===== config.mk =====
export PLATFORM = sky130hd
export DESIGN_NAME = disk_irq_unit
export DESIGN_NICKNAME = d
export VERILOG_FILES = /design/src/rtl/disk_irq_pkg.sv /design/src/rtl/disk_irq_regdec.sv /design/src/rtl/disk_irq_status.sv /design/src/rtl/disk_irq_erraddr.sv /design/src/rtl/disk_irq_rdmux.sv /design/src/rtl/disk_irq_unit.sv
export SDC_FILE = /design/constraint.sdc
export NUM_CORES = 1
export LEC_CHECK = 0
export BUFFER_PORTS_ARGS = -buffer_cell sky130_fd_sc_hd__clkbuf_2
export CAP_MARGIN = 20
export CORE_MARGIN = 10
export CORE_UTILIZATION = 51
export DETAILED_ROUTE_END_ITERATION = 10
export PLACE_DENSITY = 0.88
export SYNTH_ARGS = -nofsm -noshare
export SYNTH_HDL_FRONTEND = slang
export SYNTH_HIERARCHICAL = 1
export SYNTH_SLANG_ARGS = --single-unit

===== constraint.sdc =====
create_clock -name clk_i -period 2.3 [get_ports clk_i]
set_input_delay 0.115 -clock clk_i [delete_from_list [all_inputs] [get_ports clk_i]]
set_output_delay 0.115 -clock clk_i [all_outputs]
set_load 0.05 [all_outputs]

===== src/rtl/disk_irq_pkg.sv =====
`timescale 1ns/1ps
// Package: shared offsets, source indices and decode types for the disk
// channel interrupt unit. Offsets are byte addresses; all registers are
// 32-bit words on 4-byte boundaries.
package disk_irq_pkg;

    localparam int unsigned OFF_STATUS  = 'h00C;  // pending bits, write-one clears
    localparam int unsigned OFF_EN_SET  = 'h014;  // write-one sets enable bits
    localparam int unsigned OFF_EN_CLR  = 'h01C;  // write-one clears enable bits
    localparam int unsigned OFF_DRV     = 'h11C;  // drive status relay, read side effect
    localparam int unsigned WORD_BYTES  = 4;      // error address word stride from offset 0

    localparam int unsigned SRC_XFER    = 0;
    localparam int unsigned SRC_BUSERR  = 1;

    typedef enum logic [2:0] {
        RSEL_NONE,
        RSEL_ERR,
        RSEL_STATUS,
        RSEL_ENABLE,
        RSEL_DRV
    } rsel_e;

    typedef struct packed {
        logic stat_clr;   // write to pending status word
        logic en_set;     // write to enable-set word
        logic en_clr;     // write to enable-clear word
        logic drv_rd;     // read of the drive status relay
    } strobe_t;

endpackage


===== src/rtl/disk_irq_regdec.sv =====
`timescale 1ns/1ps
// Module: disk_irq_regdec
// Purely combinational address decoder. Turns one register access into
// write/read strobes and a read-source select. Assumes read and write
// strobes are never high together and that addresses compare exactly
// over ADDR_W bits.
module disk_irq_regdec
    import disk_irq_pkg::*;
#(
    parameter int unsigned ADDR_W    = 12,
    parameter int unsigned ERR_WORDS = 2,
    localparam int unsigned IDX_W    = (ERR_WORDS > 1) ? $clog2(ERR_WORDS) : 1
) (
    input  logic [ADDR_W-1:0] addr_i,
    input  logic              wr_i,
    input  logic              rd_i,
    output strobe_t           strb_o,
    output rsel_e             rsel_o,
    output logic [IDX_W-1:0]  err_idx_o
);

    // Write and side-effect strobes from exact address matches.
    always_comb begin
        strb_o.stat_clr = wr_i && (addr_i == ADDR_W'(OFF_STATUS));
        strb_o.en_set   = wr_i && (addr_i == ADDR_W'(OFF_EN_SET));
        strb_o.en_clr   = wr_i && (addr_i == ADDR_W'(OFF_EN_CLR));
        strb_o.drv_rd   = rd_i && (addr_i == ADDR_W'(OFF_DRV));
    end

    // Read-source select; error address words occupy the lowest offsets.
    always_comb begin
        rsel_o    = RSEL_NONE;
        err_idx_o = '0;
        for (int k = 0; k < ERR_WORDS; k++) begin
            if (addr_i == ADDR_W'(k * WORD_BYTES)) begin
                rsel_o    = RSEL_ERR;
                err_idx_o = IDX_W'(k);
            end
        end
        if (addr_i == ADDR_W'(OFF_STATUS)) rsel_o = RSEL_STATUS;
        if (addr_i == ADDR_W'(OFF_EN_SET)) rsel_o = RSEL_ENABLE;
        if (addr_i == ADDR_W'(OFF_EN_CLR)) rsel_o = RSEL_ENABLE;
        if (addr_i == ADDR_W'(OFF_DRV))    rsel_o = RSEL_DRV;
    end

endmodule


===== src/rtl/disk_irq_status.sv =====
`timescale 1ns/1ps
// Module: disk_irq_status
// Sticky pending bits, per-source enable mask and the level interrupt.
// Each source event sets its bit; a write-one clear or a drive status read
// showing an idle drive with a watched bit set retires it. An event in the
// same cycle as any clear wins. Assumes events are one-cycle pulses.
module disk_irq_status #(
    parameter int unsigned    NUM_SRC    = 2,
    parameter int unsigned    DRV_W      = 8,
    parameter logic [DRV_W-1:0] IDLE_MASK = 8'h51
) (
    input  logic               clk_i,
    input  logic               rst_n_i,
    input  logic [NUM_SRC-1:0] evt_i,
    input  logic [NUM_SRC-1:0] wbits_i,
    input  logic               stat_clr_i,
    input  logic               en_set_i,
    input  logic               en_clr_i,
    input  logic               drv_rd_i,
    input  logic [DRV_W-1:0]   drv_status_i,
    output logic [NUM_SRC-1:0] pend_o,
    output logic [NUM_SRC-1:0] enab_o,
    output logic               irq_o
);

    logic auto_clr;

    // Read-triggered clear: drive reports idle with a watched bit set.
    always_comb auto_clr = drv_rd_i && (|(drv_status_i & IDLE_MASK));

    for (genvar i = 0; i < NUM_SRC; i++) begin : g_src
        logic clr_bit;

        // Any clear request aimed at this source in this cycle.
        always_comb clr_bit = (stat_clr_i && wbits_i[i]) || auto_clr;

        // Pending flop: event has priority over clear.
        always_ff @(posedge clk_i) begin
            if (!rst_n_i)        pend_o[i] <= 1'b0;
            else if (evt_i[i])   pend_o[i] <= 1'b1;
            else if (clr_bit)    pend_o[i] <= 1'b0;
        end

        // Enable flop: separate write-one set and write-one clear words.
        always_ff @(posedge clk_i) begin
            if (!rst_n_i)                      enab_o[i] <= 1'b0;
            else if (en_set_i && wbits_i[i])   enab_o[i] <= 1'b1;
            else if (en_clr_i && wbits_i[i])   enab_o[i] <= 1'b0;
        end
    end

    // Level interrupt from enabled pending sources.
    always_comb irq_o = |(pend_o & enab_o);

endmodule


===== src/rtl/disk_irq_erraddr.sv =====
`timescale 1ns/1ps
// Module: disk_irq_erraddr
// Holds the address of the first bus error. Capture is allowed only while
// the error pending bit is clear, so later errors cannot overwrite it until
// software has retired the first one.
module disk_irq_erraddr #(
    parameter int unsigned ERR_ADDR_W = 64
) (
    input  logic                  clk_i,
    input  logic                  rst_n_i,
    input  logic                  err_evt_i,
    input  logic                  err_pend_i,
    input  logic [ERR_ADDR_W-1:0] err_addr_i,
    output logic [ERR_ADDR_W-1:0] err_addr_o
);

    // Capture register, gated by the current error pending bit.
    always_ff @(posedge clk_i) begin
        if (!rst_n_i)                      err_addr_o <= '0;
        else if (err_evt_i && !err_pend_i) err_addr_o <= err_addr_i;
    end

endmodule


===== src/rtl/disk_irq_rdmux.sv =====
`timescale 1ns/1ps
// Module: disk_irq_rdmux
// Registered read-data path. On a read strobe, the selected source is
// loaded into the output register; between reads the last value is held.
// Unmapped offsets read as zero.
module disk_irq_rdmux
    import disk_irq_pkg::*;
#(
    parameter int unsigned DATA_W     = 32,
    parameter int unsigned ERR_ADDR_W = 64,
    parameter int unsigned NUM_SRC    = 2,
    parameter int unsigned DRV_W      = 8,
    localparam int unsigned ERR_WORDS = ERR_ADDR_W / DATA_W,
    localparam int unsigned IDX_W     = (ERR_WORDS > 1) ? $clog2(ERR_WORDS) : 1
) (
    input  logic                  clk_i,
    input  logic                  rst_n_i,
    input  logic                  rd_i,
    input  rsel_e                 rsel_i,
    input  logic [IDX_W-1:0]      err_idx_i,
    input  logic [ERR_ADDR_W-1:0] err_addr_i,
    input  logic [NUM_SRC-1:0]    pend_i,
    input  logic [NUM_SRC-1:0]    enab_i,
    input  logic [DRV_W-1:0]      drv_status_i,
    output logic [DATA_W-1:0]     rdata_o
);

    logic [DATA_W-1:0] err_words [ERR_WORDS];
    logic [DATA_W-1:0] rd_next;

    // Slice the error address into readable words.
    for (genvar w = 0; w < ERR_WORDS; w++) begin : g_errw
        always_comb err_words[w] = err_addr_i[w*DATA_W +: DATA_W];
    end

    // Source selection for the next read value.
    always_comb begin
        rd_next = '0;
        case (rsel_i)
            RSEL_ERR:    rd_next = err_words[err_idx_i];
            RSEL_STATUS: rd_next = DATA_W'(pend_i);
            RSEL_ENABLE: rd_next = DATA_W'(enab_i);
            RSEL_DRV:    rd_next = DATA_W'(drv_status_i);
            default:     rd_next = '0;
        endcase
    end

    // Read data register, loaded only on a read strobe.
    always_ff @(posedge clk_i) begin
        if (!rst_n_i)  rdata_o <= '0;
        else if (rd_i) rdata_o <= rd_next;
    end

endmodule


===== src/rtl/disk_irq_unit.sv =====
`timescale 1ns/1ps
// Module: disk_irq_unit (top)
// Interrupt status unit for one disk channel: transfer-complete and
// bus-error sources, enable mask, level interrupt, latched error address
// and the drive status relay whose read retires pending interrupts.
// Assumes one-cycle strobes and never a read and a write together.
module disk_irq_unit
    import disk_irq_pkg::*;
#(
    parameter int unsigned      ADDR_W     = 12,
    parameter int unsigned      DATA_W     = 32,
    parameter int unsigned      ERR_ADDR_W = 64,
    parameter int unsigned      DRV_W      = 8,
    parameter logic [DRV_W-1:0] IDLE_MASK  = 8'h51
) (
    input  logic                  clk_i,
    input  logic                  rst_n_i,
    input  logic [ADDR_W-1:0]     reg_addr_i,
    input  logic                  reg_wr_i,
    input  logic [DATA_W-1:0]     reg_wdata_i,
    input  logic                  reg_rd_i,
    output logic [DATA_W-1:0]     reg_rdata_o,
    input  logic                  xfer_done_i,
    input  logic                  bus_err_i,
    input  logic [ERR_ADDR_W-1:0] bus_err_addr_i,
    input  logic [DRV_W-1:0]      drv_status_i,
    output logic                  irq_o
);

    localparam int unsigned NUM_SRC   = 2;
    localparam int unsigned ERR_WORDS = ERR_ADDR_W / DATA_W;
    localparam int unsigned IDX_W     = (ERR_WORDS > 1) ? $clog2(ERR_WORDS) : 1;

    strobe_t              strb;
    rsel_e                rsel;
    logic [IDX_W-1:0]     err_idx;
    logic [NUM_SRC-1:0]   evt;
    logic [NUM_SRC-1:0]   pend_q;
    logic [NUM_SRC-1:0]   enab_q;
    logic [ERR_ADDR_W-1:0] err_addr_q;

    // Gather the source events in status bit order.
    always_comb begin
        evt             = '0;
        evt[SRC_XFER]   = xfer_done_i;
        evt[SRC_BUSERR] = bus_err_i;
    end

    disk_irq_regdec #(
        .ADDR_W    (ADDR_W),
        .ERR_WORDS (ERR_WORDS)
    ) u_dec (
        .addr_i    (reg_addr_i),
        .wr_i      (reg_wr_i),
        .rd_i      (reg_rd_i),
        .strb_o    (strb),
        .rsel_o    (rsel),
        .err_idx_o (err_idx)
    );

    disk_irq_status #(
        .NUM_SRC   (NUM_SRC),
        .DRV_W     (DRV_W),
        .IDLE_MASK (IDLE_MASK)
    ) u_stat (
        .clk_i        (clk_i),
        .rst_n_i      (rst_n_i),
        .evt_i        (evt),
        .wbits_i      (reg_wdata_i[NUM_SRC-1:0]),
        .stat_clr_i   (strb.stat_clr),
        .en_set_i     (strb.en_set),
        .en_clr_i     (strb.en_clr),
        .drv_rd_i     (strb.drv_rd),
        .drv_status_i (drv_status_i),
        .pend_o       (pend_q),
        .enab_o       (enab_q),
        .irq_o        (irq_o)
    );

    disk_irq_erraddr #(
        .ERR_ADDR_W (ERR_ADDR_W)
    ) u_err (
        .clk_i      (clk_i),
        .rst_n_i    (rst_n_i),
        .err_evt_i  (bus_err_i),
        .err_pend_i (pend_q[SRC_BUSERR]),
        .err_addr_i (bus_err_addr_i),
        .err_addr_o (err_addr_q)
    );

    disk_irq_rdmux #(
        .DATA_W     (DATA_W),
        .ERR_ADDR_W (ERR_ADDR_W),
        .NUM_SRC    (NUM_SRC),
        .DRV_W      (DRV_W)
    ) u_rd (
        .clk_i        (clk_i),
        .rst_n_i      (rst_n_i),
        .rd_i         (reg_rd_i),
        .rsel_i       (rsel),
        .err_idx_i    (err_idx),
        .err_addr_i   (err_addr_q),
        .pend_i       (pend_q),
        .enab_i       (enab_q),
        .drv_status_i (drv_status_i),
        .rdata_o      (reg_rdata_o)
    );

endmodule


# Word-level counts from Yosys, hierarchy flattened
# Index checks and enable logic that the tools add are counted.
[totals]
output_inout_bits = 33
input_bits = 122
regBits = 100
elab_cells = 59
[op_classes]
reduce_logical = 22
eq_ne = 9
bitwise = 2
order_cmp = 1
muxes = 19
[op_table]
columns = ["operator", "count"]
rows = [
  ["$pmux 32 s4", 1],
  ["$mux 32", 3],
  ["$eq 12x5->1 const B", 2],
  ["$eq 12x3->1 const B", 1],
  ["$eq 12x4->1 const B", 1],
  ["$eq 12x9->1 const B", 1],
  ["$logic_and 1x1->1", 12],
  ["$logic_not 12->1", 1],
  ["$mux 1", 11],
  ["$reduce_bool 2->1", 4],
  ["$eq 3x2->1 const B", 2],
  ["$mux 2", 3],
  ["$eq 3x1->1 const B", 1],
  ["$eq 3x3->1 const B", 1],
  ["$mux 3", 1],
  ["$reduce_or 3->1", 1],
  ["$and 2x2->2", 1],
  ["$ge 2x2->1 const B", 1],
  ["$logic_or 1x1->1", 2],
  ["$not 1->2", 1],
  ["$reduce_or 2->1", 1],
  ["$logic_not 1->1", 1],
]

# Longest topological paths before layout
# Gate-level depths: netlist of run 1.
[depth]
word_depth = 9
mapped_depth = 8

# Cells and area by module
# The synthesis of run 1 kept the hierarchy.
[modules_own_cells]
columns = ["mod", "n_inst", "area_per_inst_um2", "cells_per_inst"]
rows = [
  ["disk_irq_erraddr", 1, 2720.1, 278],
  ["disk_irq_rdmux", 1, 1716.6, 189],
  ["disk_irq_status", 1, 183.9, 18],
  ["disk_irq_regdec", 1, 133.9, 23],
]

# Least setup slack after synthesis of run 1
# Ideal clock, no wire load.
[synth_timing]
path_type = "input-to-reg"
from = "input port reg_addr_i[6]"
to = "register u_rd.rdata_o[2]"
stages = 6
setup_slack_ns = 0.265
n_path_buf = 0
required_time_ns = 2.175
arrival_time_ns = 1.910
path_cell_list = "nor4_2 > nand2_2 > nor4_1 > o21ai_0 > nand4_1 > o21ai_0"
[synth_rtl]
columns = ["element", "line", "source"]
rows = [
  ["start, declared", "disk_irq_unit.sv:18", "input logic [ADDR_W-1:0] reg_addr_i,"],
  ["$eq 12x4->1", "disk_irq_regdec.sv:40", "if (addr_i == ADDR_W'(OFF_STATUS)) rsel_o = RSEL_STATUS;"],
  ["$mux 2", "disk_irq_regdec.sv:40", ""],
  ["$mux 2", "disk_irq_regdec.sv:41", "if (addr_i == ADDR_W'(OFF_EN_SET)) rsel_o = RSEL_ENABLE;"],
  ["$mux 2", "disk_irq_regdec.sv:42", "if (addr_i == ADDR_W'(OFF_EN_CLR)) rsel_o = RSEL_ENABLE;"],
  ["$mux 3 (*)", "disk_irq_regdec.sv:43", "if (addr_i == ADDR_W'(OFF_DRV)) rsel_o = RSEL_DRV;"],
  ["net rsel[1]", "disk_irq_unit.sv:35", "rsel_e rsel;"],
  ["$eq 3x3->1, or another cell as far along", "disk_irq_rdmux.sv:39", "case (rsel_i)"],
  ["$pmux 32 s4 (*)", "disk_irq_rdmux.sv:39", ""],
  ["end signal, assigned", "disk_irq_rdmux.sv:51", "else if (rd_i) rdata_o <= rd_next;"],
  ["end, declared", "disk_irq_rdmux.sv:25", "output logic [DATA_W-1:0] rdata_o"],
]
# The timed path passes the listed nets; every way through them passes the cells marked *. The select of a mux whose other input is x is not followed.
# A chain may end at the register's enable or synchronous reset.

# Worst setup path after layout of run 1
[layout_timing]
from = "input port reg_addr_i[6]"
to = "register u_rd.rdata_o[15]"
[layout_rtl]
columns = ["element", "line", "source"]
rows = [
  ["$eq 12x3->1", "disk_irq_regdec.sv:35", "if (addr_i == ADDR_W'(k * WORD_BYTES)) begin"],
  ["$mux 1", "disk_irq_regdec.sv:35", ""],
  ["net err_idx", "disk_irq_unit.sv:36", "logic [IDX_W-1:0] err_idx;"],
  ["$not 1->2 (implied by the code)", "disk_irq_rdmux.sv:40", "RSEL_ERR: rd_next = err_words[err_idx_i];"],
  ["$mux 32 (implied by the code) (3 in a row)", "disk_irq_rdmux.sv:40", ""],
  ["$pmux 32 s4", "disk_irq_rdmux.sv:39", ""],
]
# The timed path passes the listed nets, and every way through them passes these cells. The select of a mux whose other input is x is not followed.

==> flow_metrics.tcl, run 1 <==
set metrics [dict create \
    finalCritPeriodShare 0.796 \
    overflow 0 \
    setup_viol 0 \
    rsz0062_at_grt "false" \
    place_area_mm2 0.00529 \
    syn_avg_cell_area_um2 9.36 \
    yosys_register_bits 100 \
    ios 155 \
    antenna_found_initial 1 \
    fp.dieArea_mm2 0.0136 \
    synth_cell_types 43 \
    drt_iter0_markers 258 \
    fin_ws_ps 470 \
    regArea_mm2 0.00200 \
    syn_inst 508 \
    vdd_drop_max_mv 0.318 \
    max-cap-violations 0 \
    via_per_inst 5.24 \
    synth_top_area_frac 0.421 \
    n_fill_cell 714 \
    hold_path.class "in -> reg" \
    p_int_mw 2.47 \
    drc 0 \
    grt_use_met1 0.213 \
    cp_cell_sequence "clkbuf_2, nor4_2, nand2_2, nor4b_2, buf_4, mux2_2, nand3_1, a21oi_1" \
    finalHoldViolations 0 \
    grt_use_met3 0.0360 \
    slew_headroom 0.598 \
    postCtsSetupRepairBufs 0 \
    top_usage_layer "met2" \
    swShare 0.260 \
    wl_mm 12.8 \
    final_common_cell "nand2_1" \
    rows 35 \
    hpwl_mm 8.56 \
    ant_nets 0 \
    clk_latency_ps 350 \
    grt_use_total 0.188 \
    multi_input_area_mm2 0.00237 \
    power_density_mw_per_mm2 552 \
    synth_edf_count 0 \
    worst_pin_slew_ps 602 \
    p_comb_frac 0.140 \
    ys_seq_area_frac 0.421 \
    gp_congestion 0.824 \
    syn2layout_area_growth_pct 27.2 \
    fin_tns_setup_ps 0 \
    power_frac_seq 0.553 \
    cts.clk_slew.worst_paths_ps 100 \
    dr.pass1.iters 5 \
    grtUsageMet2 0.334 \
    numCtsBuffers 9 \
    slew_violations 0 \
    vias 4162 \
    core_mm2 0.00915 \
    status "finished, final reports clean" \
    finalCriticalPeriod_ps 1830 \
    io_buffers 124 \
    die_width_um 117 \
    fin_nets 799 \
    path_class "in -> reg" \
    fin_skew_ps 11.6 \
    worstPathRequired_ps 2540 \
    die_h_um 117 \
    h-tree-depth 3 \
    synthArstFlopShare 0 \
    hold_buffers 58 \
    yosys_warnings 6 \
    initial_core_util 0.519 \
    power_frac_clock 0.307 \
    cp_max_fo 16 \
    p_leak_nw 2.56 \
    critPathArrivalTime_ps 2070 \
    critPathCaptureType "register" \
    syn_area_mm2 0.00475 \
    fin_total_pwr_mw 3.34 \
    cts_max_path_buffers 2 \
    critPathSlowestCell "nor4b_2" \
    cts_resized 0 \
    clock-sinks 100 \
    wire_per_inst_um 16.1 \
    final_area_mm2 0.00605 \
    place_ws_ps 105 \
    clockRootBuffer "clkbuf_8" \
    grt_pass1_vias 4371 \
    most-common-layout-cells "141 x nand2_1, 123 x clkbuf_2, 100 x dfxtp_1, 64 x mux2i_1, 58 x dlygate4sd3_1" \
    synthesis.nets 630 \
    grt_pass1_wl_mm 20.8 \
    clock.fmax_mhz 546 \
    grt_max_degree 103 \
    cts_tree "done" \
    switchingPower_uw 869 \
    synthFlopType "dfxtp_1" \
    drive_above_1_share 0.286 \
    synth_top_area_cell "dfxtp_1" \
    cp_slowest_stage_delay_ps 500 \
    yosys-top-cells-area "dfxtp_1 42%, mux2i_1 13%, nand2_1 11%" \
    start_kind "input pin" \
]
[logic make-up (layout without fill, tap and decap cells)]
logic type / after synthesis / in the layout / share of synthesized area
compound gates: 54 / 54 / 0.0729
other cells: 0 / 2 / 0
flops: 100 / 100 / 0.421
buf+inv: 39 / 213 / 0.0818
mux: 98 / 98 / 0.215
simple gates: 217 / 217 / 0.209
[worst paths after layout]
path,from,to,slack [ps],depth (start not counted)
setup reg to reg,u_stat/pend_o[1],u_err/err_addr_o[16],770,3
hold reg to reg,u_rd/rdata_o[7],u_rd/rdata_o[7],460,2
setup / recovery,reg_addr_i[6],u_rd/rdata_o[15],470,8
hold / removal,bus_err_addr_i[63],u_err/err_addr_o[63],20,3
[critical path: cells and delay by family]
| kind | cells | cell delay, ps |
|---|---|---|
| buf+inv | 2 | 460 |
| compound gates | 1 | 80 |
| mux | 1 | 370 |
| simple gates | 4 | 1050 |
[metrics by stage]
stage                     cells  hold WS [ps]   util
after floorplan             508           257      -
after global placement      719           346  0.577
after detailed placement    719           352  0.577
after CTS                   793       0.00558  0.660
after global routing        794          12.4  0.660
final                       795          16.2  0.661
[cell type report]
type	instances	area share
Timing Repair Buffer	194	0.222
Clock inverter	5	0.00724
Sequential cell	100	0.331
Clock buffer	11	0.0217
Tap cell	111	0.0230
Antenna cell	2	0.000828
Multi-Input combinational cell	369	0.392
Inverter	3	0.00186
[cells in the mapped netlist, types with 3 or more instances]
library cell,instances
a21oi_1,26
a22oi_1,6
buf_1,3
buf_12,7
buf_2,6
buf_4,3
clkbuf_1,4
clkbuf_8,9
dfxtp_1,100
mux2_2,34
mux2i_1,64
nand2_1,141
nand2b_1,26
nand3_1,27
nor2_1,4
nor2b_1,3
nor3_1,3
nor4_1,3
o21ai_0,6
[sequential cells by signal, indices dropped and copies added, names as in the netlist]
register	flops
u_stat/pend_o	2
u_err/err_addr_o	64
u_rd/rdata_o	32
u_stat/enab_o	2
[metal layers]
metal / wire length, µm / vias up
met5: 0 / -
met4: 382 / 0
met3: 594 / 30
met2: 6480 / 123
met1: 5330 / 1949
li1: - / 2060
[power by group through the flow]
stage                     registers, mW  logic, mW  clock network [mW]
after detailed placement           1.89      0.383                   0
final                              1.85      0.468                1.03
after floorplan                    1.87      0.298                   0
after CTS                          1.85      0.464                1.06
after global routing               1.86      0.513                1.13
after global placement             1.88      0.368                   0
No activity file was read; power rests on OpenSTA's default activity.
==> inputs of run 2 (changes only) <==
==> constraint.sdc (replaced) <==
create_clock -name clk_i -period 1.8 [get_ports clk_i]
set_input_delay 0.09 -clock clk_i [delete_from_list [all_inputs] [get_ports clk_i]]
set_output_delay 0.09 -clock clk_i [all_outputs]
set_load 0.05 [all_outputs]
==> flow_metrics.tcl, run 2 (synthesis gave the netlist of run 1 again) <==
set metrics [dict create \
    status "finished, final reports clean" \
    critPathTopFamily "simple AND/OR/NAND/NOR gates" \
    power_density_mw_per_mm2 719 \
    slew_violations 0 \
    worst_pin_slew_ps 516 \
    rows 35 \
    switchingPower_mw 1.15 \
    die_width_um 117 \
    finalCritPeriodShare 0.933 \
    core_mm2 0.00915 \
    finalHoldViolations 0 \
    clockRootBuffer "clkbuf_8" \
    wl_met3_um 952 \
    p_comb_frac 0.136 \
    wl_mm 13.1 \
    overflow 0 \
    h-tree-depth 3 \
    hold_path.class "in -> reg" \
    p_int_mw 3.35 \
    cts_max_path_buffers 2 \
    fin_skew_ps 12.4 \
    cts.clk_slew.worst_paths_ps 100 \
    highest_layer "met4" \
    critPathSlowestCell "nor4_2" \
    path_class "in -> reg" \
    numCtsBuffers 9 \
    gp_congestion 0.880 \
    cp_num_buf_inv 3 \
    r2r_end "u_err/err_addr_o[25]" \
    critPathCaptureType "register" \
    top_register "u_err/err_addr_o" \
    wire_per_inst_um 16.2 \
    drive_above_1_share 0.294 \
    setup_viol 0 \
    finalCriticalPeriod_ps 1680 \
    power_frac_seq 0.525 \
    r2r_setup_slack_ps 500 \
    antenna_found_initial 0 \
    cp_cell_sequence "clkbuf_2, nor4_2, nand2_2, buf_4, nor4_2, buf_4, or3_2, nand4_1, o21ai_0" \
    cts_tree "done" \
    largest_reg_flops 64 \
    slew_headroom 0.656 \
    io_buffers 124 \
    rsz0062_at_grt "false" \
    power_frac_clock 0.338 \
    cp_max_fo 6 \
    grt_use_total 0.190 \
    fp.dieArea_mm2 0.0136 \
    drt_iter0_markers 272 \
    regToRegStartpoint "u_stat/pend_o[1]" \
    cp_slowest_stage_delay_ps 330 \
    ant_nets 0 \
    n_fill_cell 672 \
    hpwl_mm 8.65 \
    holdWs_ps 23.8 \
    swShare 0.255 \
    path_depth 9 \
    drc 0 \
    syn2layout_area_growth_pct 31.3 \
    reg_top3 "u_err/err_addr_o: 64 flops, u_rd/rdata_o: 32 flops" \
    most-common-layout-cells "141 x nand2_1, 123 x clkbuf_2, 100 x dfxtp_1, 66 x dlygate4sd3_1, 64 x mux2i_1" \
    die_h_um 117 \
    drt-met1-wl_mm 5.18 \
    r2r_cells 3 \
    start_kind "input pin" \
    regArea_mm2 0.00200 \
    startpoint "reg_addr_i[6]" \
    worstPathRequired_ps 2070 \
    initial_core_util 0.519 \
    setup.worst_path.end "u_rd/rdata_o[2]" \
    multi_input_area_mm2 0.00241 \
    ios 155 \
    clk_latency_ps 350 \
    p_leak_nw 2.64 \
    grt_pass1_wl_mm 20.9 \
    critPathArrivalTime_ps 1950 \
    via_per_inst 5.25 \
    dr.pass1.iters 5 \
    vias 4244 \
    vdd_drop_max_mv 0.442 \
    met2_length_mm 6.64 \
    fin_nets 812 \
    fin_total_pwr_mw 4.49 \
    grt_pass1_vias 4328 \
    clock-sinks 100 \
    final_common_cell "nand2_1" \
    max-cap-violations 0 \
    clock.fmax_mhz 596 \
    grt_max_degree 65 \
]
-- run 2: power by group through the flow --
stage | sequential [mW] | clock (mW) | combinational (mW)
after detailed placement | 2.41 | 0 | 0.486
after CTS | 2.36 | 1.57 | 0.603
final | 2.36 | 1.52 | 0.612
after global routing | 2.37 | 1.67 | 0.667
after global placement | 2.40 | 0 | 0.471
after floorplan | 2.39 | 0 | 0.382
-- run 2: how the worst min path moves through the flow --
stage,start,endpoint,cells past startpoint
final,xfer_done_i,u_stat/pend_o[0],3
after global routing,xfer_done_i,u_stat/pend_o[0],3
after CTS,drv_status_i[7],u_rd/rdata_o[7],3
after detailed placement,bus_err_addr_i[43],u_err/err_addr_o[43],3
after global placement,bus_err_addr_i[12],u_err/err_addr_o[12],3
after floorplan,bus_err_addr_i[0],u_err/err_addr_o[0],2
-- run 2: layer usage --
metal,up-vias,GRT usage
met5,-,0
met4,0,0.0725
met3,29,0.0570
met2,156,0.329
met1,1959,0.215
li1,2100,-
-- run 2: timing repair --
item	in CTS	in global routing
resized for setup	0	2
hold buffers	66	0
setup buffers	0	0
setup endpoints to repair	0	2
endpoints found under the hold margin	66	0
-- run 2: cell type report --
class                      instances  area share
clock inverter                     6      0.0128
tap                              111      0.0222
timing repair buffer             207       0.234
sequential                       100       0.321
multi-input combinational        369       0.386
inverter                           3     0.00180
clock buffer                      10      0.0220
antenna                            2    0.000801
-- run 2: worst register-to-register path, stage by stage (launching register included) --
cell     delay (ps)
dfxtp_1         370
nor2b_4         140
buf_12          340
mux2i_1         380
-- run 2: metrics by stage --
stage	util	setup WS, ps	instances	setup TNS, ps	area, µm²
3_5_place_dp	0.584	-232	724	-5970	5350
4_1_cts	0.680	129	806	0	6220
2_1_floorplan	-	-7.21	508	-119	4780
5_1_grt	0.682	22.5	806	0	6240
3_3_place_gp	0.584	-169	724	-4510	5350
6_report	0.682	121	808	0	6240
